$ cat src/rtl/ibuf_pkg.sv
package ibuf_pkg;
  localparam int unsigned BYTE_BITS = 8;
  typedef logic [BYTE_BITS-1:0] ibyte_t;
endpackage

$ cat src/rtl/ibuf_rst_sync.sv
module ibuf_rst_sync (
  input  logic clk,
  input  logic rst_n,
  output logic rst_n_sync
);
  logic stage1;

  always_ff @(posedge clk or negedge rst_n) begin
    if (!rst_n) begin
      stage1     <= 1'b0;
      rst_n_sync <= 1'b0;
    end else begin
      stage1     <= 1'b1;
      rst_n_sync <= stage1;
    end
  end
endmodule

$ cat src/rtl/ibuf_occupancy.sv
module ibuf_occupancy #(
  parameter int DEPTH    = 12,
  parameter int WR_BYTES = 4,
  parameter int RD_BYTES = 5,
  localparam int PTR_W = $clog2(DEPTH),
  localparam int CNT_W = $clog2(DEPTH + 1),
  localparam int CON_W = $clog2(RD_BYTES + 1)
) (
  input  logic             clk,
  input  logic             rst_n,
  input  logic             flush,
  input  logic             wr_valid,
  input  logic [CON_W-1:0] cons_cnt,
  output logic             wr_ready,
  output logic             wr_accept,
  output logic [CON_W-1:0] valid_cnt,
  output logic [PTR_W-1:0] head,
  output logic [PTR_W-1:0] tail
);
  localparam int SUM_W = PTR_W + 1;
  localparam logic [CNT_W-1:0] DEPTH_C = CNT_W'(DEPTH);
  localparam logic [CNT_W-1:0] RD_C    = CNT_W'(RD_BYTES);
  localparam logic [CNT_W-1:0] WR_C    = CNT_W'(WR_BYTES);
  localparam logic [CNT_W-1:0] LIMIT_C = CNT_W'(DEPTH - WR_BYTES);
  localparam logic [SUM_W-1:0] DEPTH_S = SUM_W'(DEPTH);
  localparam logic [SUM_W-1:0] WR_S    = SUM_W'(WR_BYTES);

  logic [CNT_W-1:0] count, count_n;
  logic [PTR_W-1:0] head_n, tail_n;
  logic [CNT_W-1:0] vis, cons_c, eff, remain;
  logic [SUM_W-1:0] hsum, tsum;
  logic             upd_en;

  // window occupancy, clamp of the consume count, room check
  always_comb begin
    vis       = (count > RD_C) ? RD_C : count;
    cons_c    = CNT_W'(cons_cnt);
    eff       = (cons_c > vis) ? vis : cons_c;
    remain    = count - eff;
    wr_ready  = (remain <= LIMIT_C);
    wr_accept = wr_valid && wr_ready && !flush;
    valid_cnt = CON_W'(vis);
  end

  // next pointers with wrap over a non-power-of-two store
  always_comb begin
    hsum = SUM_W'(head) + SUM_W'(eff);
    tsum = SUM_W'(tail) + (wr_accept ? WR_S : '0);
    if (flush) begin
      count_n = '0;
      head_n  = '0;
      tail_n  = '0;
    end else begin
      count_n = remain + (wr_accept ? WR_C : '0);
      head_n  = (hsum >= DEPTH_S) ? PTR_W'(hsum - DEPTH_S) : PTR_W'(hsum);
      tail_n  = (tsum >= DEPTH_S) ? PTR_W'(tsum - DEPTH_S) : PTR_W'(tsum);
    end
    upd_en = flush || wr_accept || (eff != '0);
  end

  always_ff @(posedge clk or negedge rst_n) begin
    if (!rst_n) begin
      count <= '0;
      head  <= '0;
      tail  <= '0;
    end else if (upd_en) begin
      count <= count_n;
      head  <= head_n;
      tail  <= tail_n;
    end
  end

  assert_no_overflow_R5: assert property (@(posedge clk) disable iff (!rst_n)
    count <= DEPTH_C);

  assert_flush_empty_R9: assert property (@(posedge clk) disable iff (!rst_n)
    flush |=> (count == '0));

  assert_blocked_write_R6: assert property (@(posedge clk) disable iff (!rst_n)
    (!wr_ready && !flush) |=> (count <= $past(count)));

  assert_valid_bound_R3: assert property (@(posedge clk) disable iff (!rst_n)
    (CNT_W'(valid_cnt) <= RD_C) && (CNT_W'(valid_cnt) <= count));

  assert_clamp_R7: assert property (@(posedge clk) disable iff (!rst_n)
    (cons_c > vis && count <= RD_C && !wr_accept && !flush) |=> (count == '0));
endmodule

$ cat src/rtl/ibuf_store.sv
module ibuf_store #(
  parameter int DEPTH    = 12,
  parameter int WR_BYTES = 4,
  parameter int BYTE_W   = 8,
  localparam int PTR_W = $clog2(DEPTH)
) (
  input  logic                       clk,
  input  logic                       wr_en,
  input  logic [PTR_W-1:0]           tail,
  input  logic [WR_BYTES*BYTE_W-1:0] wr_data,
  output logic [DEPTH*BYTE_W-1:0]    mem_flat
);
  localparam int SUM_W = PTR_W + 1;
  localparam logic [SUM_W-1:0] DEPTH_S = SUM_W'(DEPTH);
  localparam logic [SUM_W-1:0] WR_S    = SUM_W'(WR_BYTES);

  for (genvar j = 0; j < DEPTH; j++) begin : g_slot
    logic [SUM_W-1:0]  off;
    logic              hit;
    logic [BYTE_W-1:0] byte_in;
    logic [BYTE_W-1:0] slot_q;

    always_comb begin
      if (SUM_W'(j) >= SUM_W'(tail)) off = SUM_W'(j) - SUM_W'(tail);
      else                           off = SUM_W'(j) + DEPTH_S - SUM_W'(tail);
      hit     = wr_en && (off < WR_S);
      byte_in = '0;
      for (int k = 0; k < WR_BYTES; k++) begin
        if (off == SUM_W'(k)) byte_in = wr_data[k*BYTE_W +: BYTE_W];
      end
    end

    always_ff @(posedge clk) begin
      if (hit) slot_q <= byte_in;
    end

    assign mem_flat[j*BYTE_W +: BYTE_W] = slot_q;
  end
endmodule

$ cat src/rtl/ibuf_window.sv
module ibuf_window #(
  parameter int DEPTH    = 12,
  parameter int RD_BYTES = 5,
  parameter int BYTE_W   = 8,
  localparam int PTR_W = $clog2(DEPTH)
) (
  input  logic [DEPTH*BYTE_W-1:0]    mem_flat,
  input  logic [PTR_W-1:0]           head,
  output logic [RD_BYTES*BYTE_W-1:0] rd_data
);
  localparam int SUM_W = PTR_W + 1;
  localparam logic [SUM_W-1:0] DEPTH_S = SUM_W'(DEPTH);

  for (genvar i = 0; i < RD_BYTES; i++) begin : g_lane
    logic [SUM_W-1:0]  pos;
    logic [BYTE_W-1:0] lane;

    always_comb begin
      pos = SUM_W'(head) + SUM_W'(i);
      if (pos >= DEPTH_S) pos = pos - DEPTH_S;
      lane = '0;
      for (int s = 0; s < DEPTH; s++) begin
        if (pos == SUM_W'(s)) lane = mem_flat[s*BYTE_W +: BYTE_W];
      end
    end

    assign rd_data[i*BYTE_W +: BYTE_W] = lane;
  end
endmodule

$ cat src/rtl/instr_byte_buffer.sv
module instr_byte_buffer #(
  parameter int DEPTH    = 12,
  parameter int WR_BYTES = 4,
  parameter int RD_BYTES = 5,
  localparam int BYTE_W = ibuf_pkg::BYTE_BITS,
  localparam int CON_W  = $clog2(RD_BYTES + 1),
  localparam int PTR_W  = $clog2(DEPTH)
) (
  input  logic                       clk,
  input  logic                       rst_n,
  input  logic                       flush,
  input  logic                       wr_valid,
  input  logic [WR_BYTES*BYTE_W-1:0] wr_data,
  output logic                       wr_ready,
  input  logic [CON_W-1:0]           cons_cnt,
  output logic [CON_W-1:0]           rd_valid_cnt,
  output logic [RD_BYTES*BYTE_W-1:0] rd_data
);
  logic                    rst_n_sync;
  logic                    wr_accept;
  logic [PTR_W-1:0]        head, tail;
  logic [DEPTH*BYTE_W-1:0] mem_flat;

  ibuf_rst_sync u_rst (
    .clk        (clk),
    .rst_n      (rst_n),
    .rst_n_sync (rst_n_sync)
  );

  ibuf_occupancy #(.DEPTH(DEPTH), .WR_BYTES(WR_BYTES), .RD_BYTES(RD_BYTES)) u_occ (
    .clk       (clk),
    .rst_n     (rst_n_sync),
    .flush     (flush),
    .wr_valid  (wr_valid),
    .cons_cnt  (cons_cnt),
    .wr_ready  (wr_ready),
    .wr_accept (wr_accept),
    .valid_cnt (rd_valid_cnt),
    .head      (head),
    .tail      (tail)
  );

  ibuf_store #(.DEPTH(DEPTH), .WR_BYTES(WR_BYTES), .BYTE_W(BYTE_W)) u_store (
    .clk      (clk),
    .wr_en    (wr_accept),
    .tail     (tail),
    .wr_data  (wr_data),
    .mem_flat (mem_flat)
  );

  ibuf_window #(.DEPTH(DEPTH), .RD_BYTES(RD_BYTES), .BYTE_W(BYTE_W)) u_win (
    .mem_flat (mem_flat),
    .head     (head),
    .rd_data  (rd_data)
  );
endmodule

$ cat config.mk
export PLATFORM = sky130hd
export DESIGN_NAME = instr_byte_buffer
export DESIGN_NICKNAME = d
export VERILOG_FILES = /design/src/rtl/ibuf_pkg.sv /design/src/rtl/ibuf_rst_sync.sv /design/src/rtl/ibuf_occupancy.sv /design/src/rtl/ibuf_store.sv /design/src/rtl/ibuf_window.sv /design/src/rtl/instr_byte_buffer.sv
export SDC_FILE = /design/constraint.sdc
export NUM_CORES = 1
export LEC_CHECK = 0
export ABC_CLOCK_PERIOD_IN_PS = 4800
export BUFFER_PORTS_ARGS = -buffer_cell sky130_fd_sc_hd__buf_4
export CAP_MARGIN = 5
export CORE_MARGIN = 2
export CORE_UTILIZATION = 55
export DETAILED_ROUTE_END_ITERATION = 6
export PLACE_DENSITY_LB_ADDON = 0.05
export SKIP_CTS_REPAIR_TIMING = 1
export SLEW_MARGIN = 25
export SYNTH_ARGS = -nofsm -noshare
export SYNTH_HDL_FRONTEND = slang
export SYNTH_HIERARCHICAL = 1
export SYNTH_SLANG_ARGS = --single-unit
$ cat constraint.sdc
create_clock -name clk -period 4.8 [get_ports clk]
set_input_delay 0.24 -clock clk [delete_from_list [all_inputs] [get_ports clk]]
set_output_delay 0.24 -clock clk [all_outputs]
set_load 0.005 [all_outputs]
==> out/results.ini, run 1 <==
[power]
power_density_nw_per_um2 = 631
total_power_w = 0.00809
swShare = 0.509
ir_drop_uv = 229
pwr-share-clk = 0.095
seq_power_share = 0.201
combPwrFrac = 0.704
p_leak_nw = 4.77
p_sw_w = 0.00412
cellInternalPower_w = 0.00397

[global_routing]
first_global_vias = 11320
antenna_found_initial = 0
grt_usage = 0.413
grt_pass1_wl_um = 69400
grt_use_met2 = 0.637
grt_use_met3 = 0.0832
grt_use_met1 = 0.552
grt_max_degree = 80
gr-max-usage-layer = met2
grt-ovfl-total = 0

[place]
gp_congestion = 1.04
dpl_worst_slack_ns = 0.201
port_buffers = 82
post-place-cells = 1775
dp_hpwl_um = 35300

[route]
drtIter0Drc = 2326
drtPass1Iterations = 7
wl_per_cell_um = 26.2
antenna_left = 0
wl_um = 47100
num_vias = 12823
avgViaCountPerCell = 7.14
drc = 5

[critical_path]
critPathMaxStageDelay_ns = 0.83
crit_fanout = 34
crit_path_start_kind = flop
cp_common_cell = ha_1
required_ns = 4.56
arrival_ns = 4.43
path_cells = ha_1 -> a21oi_2 -> xnor2_1 -> inv_1 -> ha_1 -> nor2b_1 -> o21ai_0 -> nand2_1 -> mux2i_2 -> a221oi_1 -> o21ai_1 -> a21boi_1 -> buf_4
timing_worst_setup_path_type = reg2out
endpoint_kind = output pin
slowest_stage = a221oi_1

[timing]
hold_viol = 0
layout_setup_ws_ns = 0.127
report.final.slew_viol_count = 0
finalCriticalPeriod_ns = 4.67
max_freq_mhz = 214
final.setup.tns_ns = 0
finalSetupViolCount = 0
clock_skew_ns = 0.00950
post-route-period-util = 0.974
slew-limit-headroom = 0.319
rsz0062_at_grt = no
tightest_slew_ns = 1.02

[outcome]
status = finished with violations
violations = design-rule violations

[floorplan]
design.portCount = 83
dieArea_sq_um = 22500
rows = 53
core_sq_um = 21000
die_width_um = 150
die-height_um = 150
initial_core_util = 0.559

[layout]
mostFrequentLayoutCells = nor2_1, nand2_1, buf_4, o21ai_0, a21oi_1
final_common_cell = nor2_1
finalNetCount = 1602
stdcell_count = 1796
syn_to_final_growth_pct = 9.42
drive_above_1_share = 0.141
diodes = 0

[synthesis]
syn_area_per_cell_sq_um = 7.91
ys_seq_elements = 108
syn_inst = 1482
synth_edf_count = 96
syn-cell-area_sq_um = 11700
async_flop_share = 0.111
yosys.area.top_type = edfxtp_1
synth.distinct_cells = 98
yosysTopAreaCellShare = 0.246
ys_seq_area_frac = 0.272
synth_warnings = 6
synth_ff_type = edfxtp_1
synth_area_leaders = edfxtp_1, nor2_1, nand2_1

[clocking]
cts_sinks = 108
cts_inserted_buffers = 9
path_clk_slew_ns = 0.07
cts_buffer_depth = 2
cts_tree = built
h-tree-depth = 3
worstSkewPairLatency_ns = 0.36
cts_root_buf = clkbuf_16

[worst_hold_path]
hp-class = in2reg

[job]
max-cap-violations = 0

-- worst paths after layout --
check	end	cells past startpoint	slack [ns]	from
max	rd_data[26]	13	0.13	u_occ/head[1]
min reg2reg	u_occ/count[1]	0	0.19	u_rst/rst_n_sync
max in group asynchronous	u_occ/head[0]	0	4.25	u_rst/rst_n_sync
max reg2reg	u_occ/tail[3]	17	0.32	u_occ/count[2]
min in group asynchronous	u_occ/count[1]	0	0.19	u_rst/rst_n_sync
min	u_occ/head[1]	2	0.16	flush
-- state kept, by name, summed over array words and instances, names as in the netlist --
register	flops
u_store/g_slot.slot_q	96
u_occ/count	4
u_rst/rst_n_sync	1
u_occ/tail	2
u_occ/head	4
u_rst/stage1	1
-- cells in the mapped netlist, drive strengths merged (7+ instances only) --
library cell,n
xnor2,8
a32o,8
nor2,201
a22oi,30
a21oi,115
clkbuf,35
inv,55
mux2,16
mux4,11
a221o,8
and2,19
nand2,186
or2,7
a211oi,25
edfxtp,96
a21o,11
o31ai,13
nor3,24
a32oi,9
ha,43
nand3,17
dfrtp,12
buf,62
a31oi,16
nor2b,22
mux2i,41
a21boi,8
o22ai,27
a221oi,42
a222oi,17
nand2b,30
o21ai,137
a22o,19
o21a,8
nor4,10
-- kinds of logic (layout without fill, tap and decap cells) --
| kind of cell | after synthesis | in the layout | synth area share |
|---|---|---|---|
| compound gates | 535 | 535 | 0.311 |
| fa+ha+maj | 46 | 46 | 0.0510 |
| other cells | 2 | 4 | 0.000641 |
| simple gates | 557 | 557 | 0.224 |
| mux | 68 | 68 | 0.0719 |
| flops | 108 | 108 | 0.272 |
| buf+inv | 154 | 191 | 0.0604 |
| xor+xnor | 12 | 12 | 0.00961 |
-- metal layers --
layer | share of wire | up-vias
met5 | 0 | -
met4 | 0.061 | 0
met3 | 0.13 | 199
met2 | 0.44 | 967
met1 | 0.37 | 6014
li1 | - | 5643
-- stage by stage --
stage | hold slack [ns] | cell area, sq um | utilization
after detailed placement | 0.0239 | 12400 | 0.593
after CTS | -0.352 | 12700 | 0.608
after global placement | 0.0222 | 12400 | 0.593
after global routing | 0.165 | 12800 | 0.612
final | 0.157 | 12800 | 0.612
after floorplan | -0.0556 | 11700 | -
-- critical path, delay by kind of cell, from the launching register on --
family / cells / cell delay [ns]
fa+ha+maj: 2 / 0.63
simple gates: 2 / 0.31
flops: 1 / 0.68
mux: 1 / 0.32
xor+xnor: 1 / 0.40
buf+inv: 2 / 0.24
compound gates: 5 / 1.49
-- final cells by class --
cell class	instances	area (sq um)
inverter	57	220
multi-input combinational	1222	7870
clock inverter	6	81.3
tap	275	344
clock buffer	9	225
sequential	108	3190
timing repair buffer	119	893
fill	1962	8130
-- power groups by stage --
stage	clock network (W)	logic, W	registers (W)
final	0.000766	0.00570	0.00163
after CTS	0.000768	0.00538	0.00159
after global routing	0.000801	0.00607	0.00163
after detailed placement	0	0.00536	0.00161
after global placement	0	0.00533	0.00161
after floorplan	0	0.00358	0.00140
(Power assumes the default switching activity.)
==> run 2, diff against run 1 <==
Settings changed: SYNTH_HIERARCHICAL 1 to unset.
==> run 2 against run 1 <==
The flow now finishes without violations. Critical path depth up 6. Sequential power down 5%. Cell count down 18%. Synthesized area down 12%. Non-clock buffer count up 10. Maximum frequency up 1.3%. Hold slack better by 0.025 ns. Total power down 1.1%. Die area down 11%. Synthesized cell count down 20%. Wire length down 17%. First-iteration DRC count down 40%.
==> out/results.ini, run 2 <==
[layout]
diodes = 0
multi_input_area_sq_um = 6540
top_register = u_store.g_slot.slot_q
reg_top3 = u_store.g_slot.slot_q x96, u_occ.count x4, u_occ.head x4
register_area_sq_um = 3190
final_common_cell = buf_4
syn_to_final_growth_pct = 10.6
drive_above_1_share = 0.178
finalNetCount = 1309
mostFrequentLayoutCells = buf_4, edfxtp_1, nor2_1, a21oi_1, nand2_1
final.fill_count = 1674
post-route-util = 0.616
largest_reg_flops = 96

[timing]
post-route-period-util = 0.961
max_freq_mhz = 217
report.final.slew_viol_count = 0
hold_viol = 0
clock_skew_ns = 0.00923
finalSetupViolCount = 0
tightest_slew_ns = 0.991
final.setup.tns_ns = 0
finalCriticalPeriod_ns = 4.61
slew-limit-headroom = 0.338

[route]
top_layer_used = met4
wl_met1_um = 15400
wl_um = 39300
wl_per_cell_um = 26.7
wl_met2_um = 17400
drtIter0Drc = 1389
dr_wl_met3_um = 4400
drtPass1Iterations = 7
avgViaCountPerCell = 6.99
num_vias = 10282
antenna_left = 0
drc = 0

[synthesis]
syn-cell-area_sq_um = 10300
synth_ff_type = edfxtp_1
synth_warnings = 0
synth_nets = 1256
syn_area_per_cell_sq_um = 8.78
synth_edf_count = 96
async_flop_share = 0.111
synth.distinct_cells = 99
ys_seq_area_frac = 0.308
yosys.area.top_type = edfxtp_1
ys_seq_elements = 108
syn_inst = 1179
yosysTopAreaCellShare = 0.279
synth_common_cells = edfxtp_1, nor2_1, a21oi_1
synth_area_leaders = edfxtp_1, ha_1, mux2i_1

[clocking]
cts_inserted_buffers = 9
cts_root_buf = clkbuf_16
cts_buffer_depth = 2
path_clk_slew_ns = 0.08
cts_tree = built
h-tree-depth = 3
cts_sinks = 108
worstSkewPairLatency_ns = 0.34

[floorplan]
rows = 50
dieArea_sq_um = 19900
core_sq_um = 18600
initial_core_util = 0.557
die_width_um = 141
die-height_um = 141
design.portCount = 83

[critical_path]
required_ns = 5.02
endpoint_kind = flop
crit_end = u_occ.tail[3]
timing_worst_setup_path_type = reg2reg
startpoint = u_occ.count[2]
arrival_ns = 4.84
crit_path_start_kind = flop
reg2reg_to = u_occ.tail[3]
r2r_slack_ns = 0.19
rr_worst_depth = 19
r2r_start = u_occ.count[2]
crit_fanout = 4

[worst_hold_path]
hp-class = in2reg

[place]
dp_hpwl_um = 30200
gp_congestion = 1.06
port_buffers = 82

[global_routing]
grt-ovfl-total = 0
antenna_found_initial = 0
grt_usage = 0.390
grt_max_degree = 59
first_global_vias = 9536
grt_pass1_wl_um = 58400

[power]
power_density_nw_per_um2 = 699
p_leak_nw = 4.48
ir_drop_uv = 436

[outcome]
status = finished, final reports clean

[job]
max-cap-violations = 0

==> run 2: cell count changes after synthesis, sizes merged, moves of 10 or more <==
cell / before / now
nand2b: 30 / 15
nand2: 186 / 67
o211ai: 4 / 16
nor2b: 22 / 35
nor2: 201 / 97
and3: 6 / 30
a222oi: 17 / 5
a221oi: 42 / 15
nand3: 17 / 27
a21oi: 115 / 74
o21ai: 137 / 85
and2: 19 / 66
==> run 2: through the flow <==
stage               hold slack, ns  power, W  setup WS, ns  instance area (sq um)  cells
finish                       0.183   0.00800         0.186                  11500   1471
global route                 0.184   0.00847       -0.0578                  11500   1471
CTS                         -0.341   0.00779        0.0650                  11400   1467
detailed placement          0.0233   0.00708        0.0688                  11100   1451
global placement            0.0231   0.00703         0.292                  11100   1451
floorplan                  -0.0556   0.00517         0.396                  10300   1179
==> run 2: logic make-up (layout without fill, tap and decap cells) <==
logic type,after synthesis,after routing,share of synthesized area
flops,108,108,0.308
buf+inv,134,192,0.0644
simple gates,400,400,0.206
other cells,2,2,0.000726
compound gates,408,408,0.273
fa+ha+maj,38,38,0.0481
xor+xnor,18,18,0.0180
mux,71,71,0.0821
==> run 2: layer usage <==
layer,track usage,vias up
li1,-,4587
met1,0.535,4829
met2,0.596,732
met3,0.0649,134
met4,0.202,0
met5,0,-
==> run 2: final cells by class <==
cell class              count  share of cell area
repair buffers            129              0.0848
well taps                 234              0.0256
multi-input cells         937               0.571
clock buffers              10              0.0200
clock inverters             6             0.00470
inverters                  47              0.0154
flip-flops and latches    108               0.279
==> run 2: worst min-delay path by stage <==
stage | start | endpoint | cells after the start
2_1_floorplan | rst_n | u_rst.rst_n_sync | 0
3_3_place_gp | rst_n | u_rst.stage1 | 1
3_5_place_dp | rst_n | u_rst.stage1 | 1
4_1_cts | rst_n | u_rst.stage1 | 1
5_1_grt | wr_data[14] | u_store.g_slot[5].slot_q[6] | 2
6_report | wr_data[9] | u_store.g_slot[1].slot_q[1] | 2
==> run 2: power breakdown <==
part / switching (W) / total [W] / internal, W
Sequential: 0.000278 / 0.00155 / 0.00127
Clock: 0.000341 / 0.000704 / 0.000363
Combinational: 0.00328 / 0.00575 / 0.00246
==> run 2: worst max-delay path: stages, from the launching register on <==
cell	delay (ns)
dfrtp_2	0.44
nor2_4	0.13
nand2_1	0.10
ha_1	0.34
nor2b_1	0.14
o21ai_0	0.13
a32oi_2	0.32
mux2i_2	0.29
inv_1	0.10
ha_1	0.22
fa_1	0.38
xor2_1	0.20
nand3_1	0.13
a31o_2	0.24
nor2_1	0.14
ha_1	0.31
fa_2	0.46
mux2i_1	0.14
nor2_1	0.05
mux2_2	0.26
